[config.mk]
export PLATFORM = sky130hd
export DESIGN_NAME = clkctl_keyregs
export DESIGN_NICKNAME = d
export VERILOG_FILES = /design/src/rtl/clkctl_keyregs.sv
export SDC_FILE = /design/constraint.sdc
export NUM_CORES = 1
export LEC_CHECK = 0
export ABC_AREA = 1
export CAP_MARGIN = 10
export CORE_MARGIN = 10
export CORE_UTILIZATION = 45
export CTS_BUF_LIST = sky130_fd_sc_hd__clkbuf_4 sky130_fd_sc_hd__clkbuf_8
export CTS_CLUSTER_SIZE = 10
export DETAILED_ROUTE_END_ITERATION = 7
export HOLD_SLACK_MARGIN = 0.05
export PLACE_DENSITY = 0.88
export SYNTH_ARGS = -nofsm -noshare
export SYNTH_HDL_FRONTEND = slang
export SYNTH_SLANG_ARGS = --single-unit
[constraint.sdc]
create_clock -name clk -period 1.86 [get_ports clk]
set_input_delay 0.186 -clock clk [delete_from_list [all_inputs] [get_ports clk]]
set_output_delay 0.186 -clock clk [all_outputs]
set_load 0.05 [all_outputs]
[src/rtl/clkctl_keyregs.sv]
module clkctl_keyregs #(
  parameter int         ADDR_W   = 8,
  parameter logic [ADDR_W-1:0] KEY_ADDR = 'h00,
  parameter logic [ADDR_W-1:0] PWR_ADDR = 'h80,
  parameter logic [ADDR_W-1:0] OPT_ADDR = 'h90,
  parameter logic [7:0] UNLOCK   = 8'b1001_0110
) (
  input  logic              clk,
  input  logic              rst_n,
  input  logic [ADDR_W-1:0] bus_addr,
  input  logic [7:0]        bus_wdata,
  input  logic              bus_we,
  output logic [7:0]        bus_rdata,
  output logic              src_fast,
  output logic [1:0]        div_sel,
  output logic              osc_wait_off,
  output logic              halt_deep
);

  logic [7:0] key_q;
  logic       src_q, wait_q, halt_q;
  logic [1:0] div_q;

  wire unlocked = (key_q == UNLOCK);
  wire wr_key   = bus_we && (bus_addr == KEY_ADDR);
  wire wr_pwr   = bus_we && (bus_addr == PWR_ADDR) && unlocked;
  wire wr_opt   = bus_we && (bus_addr == OPT_ADDR) && unlocked;

  always_ff @(posedge clk or negedge rst_n) begin
    if (!rst_n) begin
      key_q  <= 8'h00;
      src_q  <= 1'b1;
      div_q  <= 2'b00;
      wait_q <= 1'b1;
      halt_q <= 1'b0;
    end else begin
      if (wr_key) key_q <= bus_wdata;
      if (wr_pwr) begin
        src_q <= bus_wdata[2];
        div_q <= bus_wdata[7:6];
      end
      if (wr_opt) begin
        wait_q <= bus_wdata[2];
        halt_q <= bus_wdata[3];
      end
    end
  end

  always_comb begin
    bus_rdata = 8'h00;
    if (bus_addr == KEY_ADDR)      bus_rdata = key_q;
    else if (bus_addr == PWR_ADDR) bus_rdata = {div_q, 3'b000, src_q, 2'b00};
    else if (bus_addr == OPT_ADDR) bus_rdata = {4'h0, halt_q, wait_q, 2'b00};
  end

  assign src_fast     = src_q;
  assign div_sel      = div_q;
  assign osc_wait_off = wait_q;
  assign halt_deep    = halt_q;

  AST_KEY_LOAD: assert property (@(posedge clk) disable iff (!rst_n)
    (bus_we && bus_addr == KEY_ADDR) |=> (bus_rdata == $past(bus_wdata) || bus_addr != KEY_ADDR));
  AST_PWR_LOAD: assert property (@(posedge clk) disable iff (!rst_n)
    (bus_we && bus_addr == PWR_ADDR && key_q == UNLOCK) |=> (src_fast == $past(bus_wdata[2]) && div_sel == $past(bus_wdata[7:6])));
  AST_OPT_LOAD: assert property (@(posedge clk) disable iff (!rst_n)
    (bus_we && bus_addr == OPT_ADDR && key_q == UNLOCK) |=> (osc_wait_off == $past(bus_wdata[2]) && halt_deep == $past(bus_wdata[3])));
  AST_LOCKED_HOLD: assert property (@(posedge clk) disable iff (!rst_n)
    (key_q != UNLOCK) |=> ($stable(src_fast) && $stable(div_sel) && $stable(osc_wait_off) && $stable(halt_deep)));
  AST_RSVD_ZERO: assert property (@(posedge clk) disable iff (!rst_n)
    (bus_addr == OPT_ADDR) |-> (bus_rdata[7:4] == 4'h0 && bus_rdata[1:0] == 2'b00));
  AST_KEY_HOLD: assert property (@(posedge clk) disable iff (!rst_n)
    !(bus_we && bus_addr == KEY_ADDR) |=> $stable(key_q));

endmodule

==> impl_metrics.ini <==
[run_status]
status = finished, final reports clean

[cts]
cts_made_buffers = 3
ctsResizeCount = 0
htree_levels = 1
cts_tree = built
clock_sinks = 13
clkSlewWorstSetupHoldPaths_ns = 0.08
cts-root-buf = clkbuf_4
cts_setup_buffers = 0
clock_path_buffers = 2
cts.hold.buffers_added = 0
worstSkewPairLatency_ns = 0.27

[critical_path]
slowest_stage = clkdlybuf4s50_1
path_common_cell = nand2_1
ff2ff_path_depth = 6
regToRegSetupSlack_ns = 0.66
endpoint_kind = output port
critPathKind = in2out
max_stage_delay_ns = 0.45
cp_max_fo = 9
rr_startpoint = key_q[3]
crit_chain = clkdlybuf4s50_1 -> nor2_1 -> nand2_2 -> nor2_4 -> nand2_1 -> nand2_1 -> buf_12
r2r-end = div_sel[0]
start_kind = input port
worst_ep_arrival_time_ns = 1.51
critPathRequiredTime_ns = 1.67

[timing]
setup_tns_ns = 0
post-route-period-util_pct = 91.2
finalHoldViolations = 0
hold_ws_ns = 0.290
period_needed_ns = 1.70
setup_viol = 0
slew_viol_final = 0
rsz0062_at_grt = false
worstMarginPinSlew_ns = 0.600
clock_skew_ns = 0.00559
fmax_mhz = 590
slew_headroom_pct = 59.9

[pwr]
sw_frac_of_total_pct = 22.4
irDropWorstVdd_mv = 0.515
clockPowerShare_pct = 33.0
power.share.sequential_pct = 53.7
intPower_mw = 0.431
pwr-share-comb_pct = 13.3
p_leak_nw = 0.540
power.switching_mw = 0.124
pwr_density_cell_nw_per_um2 = 482
total_power_mw = 0.555

[yosys]
yosys-top-cells-area = dfrtp_1, nand2_1, nand3_1
mappedNetlistArea_um2 = 719
synth_edf_count = 0
ys_seq_area_share_pct = 45.6
syn_nets = 115
async_reset_ff_share_pct = 100
synth_cell_types = 14
yosysTopAreaCell = dfrtp_1
yosysMostFrequentCell = nand2_1
synth_warnings = 0
syn-instance-count = 96
ys_ff_latch = 13
avgSynthCellArea_um2 = 7.49
synth_ff_type = dfrtp_1
synth_top_area_share_pct = 38.3
synth_common_cells = nand2_1, nand3_1, dfrtp_1

[route]
wirelength_mm = 2.10
final_antenna_net_count = 0
drtIter0Drc = 17
vias_per_cell = 5.16
drt-pass1-iter-count = 4
vias = 758
drc_errors = 0
wire_per_inst_um = 14.3

[final_layout]
layout.cells.non_filler = 147
diodes = 0
multi_input_area_um2 = 354
nets = 151
fillers = 105
area_delta_synth_final_pct = 60.0
layout-drive-gt1-share_pct = 19.8
ff_latch_area_um2 = 328

[job]
drv_cap = 0

[floorplanning]
core_um2 = 1510
ios = 32
start_util_pct = 47.8
fp-row-count = 14
fp.dieW_um = 60.0
design.die.area_um2 = 3600
die_y_um = 60.0

[global_route]
grt.total_usage_pct = 12.2
grt_pass1_vias = 770
antenna_found_initial = 0
overflow = 0
grt_pass1_wl_mm = 3.48
grt_start_max_net_pins = 14

[place]
dpl.hpwl_mm = 1.72
dpl.cell_count = 143
place_congestion = 0.765
port_buffers = 31

[worst_hold_path]
min_path_type = in2async
==> worst max-delay path by stage <==
stage,end,cells past startpoint,startpoint,slack [ns]
floorplan,bus_rdata[1],3,bus_addr[3],0.05
global placement,bus_rdata[2],7,bus_addr[7],0.24
detailed placement,key_q[6],8,bus_addr[7],0.17
CTS,bus_rdata[2],7,bus_addr[7],0.17
global route,bus_rdata[5],5,bus_addr[7],0.07
finish,bus_rdata[7],7,bus_addr[7],0.16
==> final cells by class <==
| cell class | count | area share, % |
|---|---|---|
| timing repair buffer | 33 | 34.8 |
| sequential | 13 | 28.5 |
| clock buffer | 4 | 2.61 |
| tap | 16 | 1.74 |
| inverter | 5 | 1.63 |
| multi-input combinational | 76 | 30.8 |
==> sequential cells by signal, summed over array words and instances (netlist names) <==
name	cells
key_q	8
div_sel	2
halt_deep	1
osc_wait_off	1
src_fast	1
==> critical path: cells and delay by family <==
kind,cells,cell delay [ns]
AND/OR/NAND/NOR,5,0.72
buffers and inverters,2,0.60
==> cells in the final DEF, fill, tap and decap left out <==
cell type,netlist,layout
nand2_1,41,41
clkdlybuf4s50_1,0,21
nand3_1,17,17
dfrtp_1,11,11
buf_12,0,8
nor2_1,5,5
inv_1,5,5
clkbuf_4,0,4
buf_4,1,4
nand2_2,3,3
nor2_4,3,3
nor2_2,2,2
nor3b_1,2,2
nor3_1,2,2
dfstp_2,2,2
nand4_1,1,1
==> power groups by stage <==
| stage | Sequential (mW) | Clock [mW] | Combinational [mW] |
|---|---|---|---|
| CTS | 0.297 | 0.187 | 0.0746 |
| global route | 0.299 | 0.202 | 0.0798 |
| finish | 0.298 | 0.183 | 0.0740 |
| floorplan | 0.301 | 0 | 0.0225 |
| detailed placement | 0.303 | 0 | 0.0743 |
| global placement | 0.302 | 0 | 0.0713 |
==> metal layers <==
metal,GRT usage [%],vias to the layer above,routed length (um)
li1,-,380,-
met1,13.6,348,854
met2,20.6,28,1060
met3,4.87,2,167
met4,3.85,0,14
met5,0,-,0
==> metrics by stage <==
step | setup slack (ns) | area, um^2 | util, %
after floorplan | 0.0517 | 719 | -
after global placement | 0.244 | 1120 | 74.4
after detailed placement | 0.167 | 1120 | 74.4
after CTS | 0.168 | 1150 | 76.4
after global routing | 0.0744 | 1150 | 76.4
final | 0.164 | 1150 | 76.4
==> logic make-up (layout without fill, tap and decap cells) <==
group	Yosys count	in the layout	synth area share [%]
buffers and inverters	7	42	5.22
AND/OR/NAND/NOR	76	76	49.2
flip-flops	13	13	45.6
No activity file was read; power rests on OpenSTA's default activity.
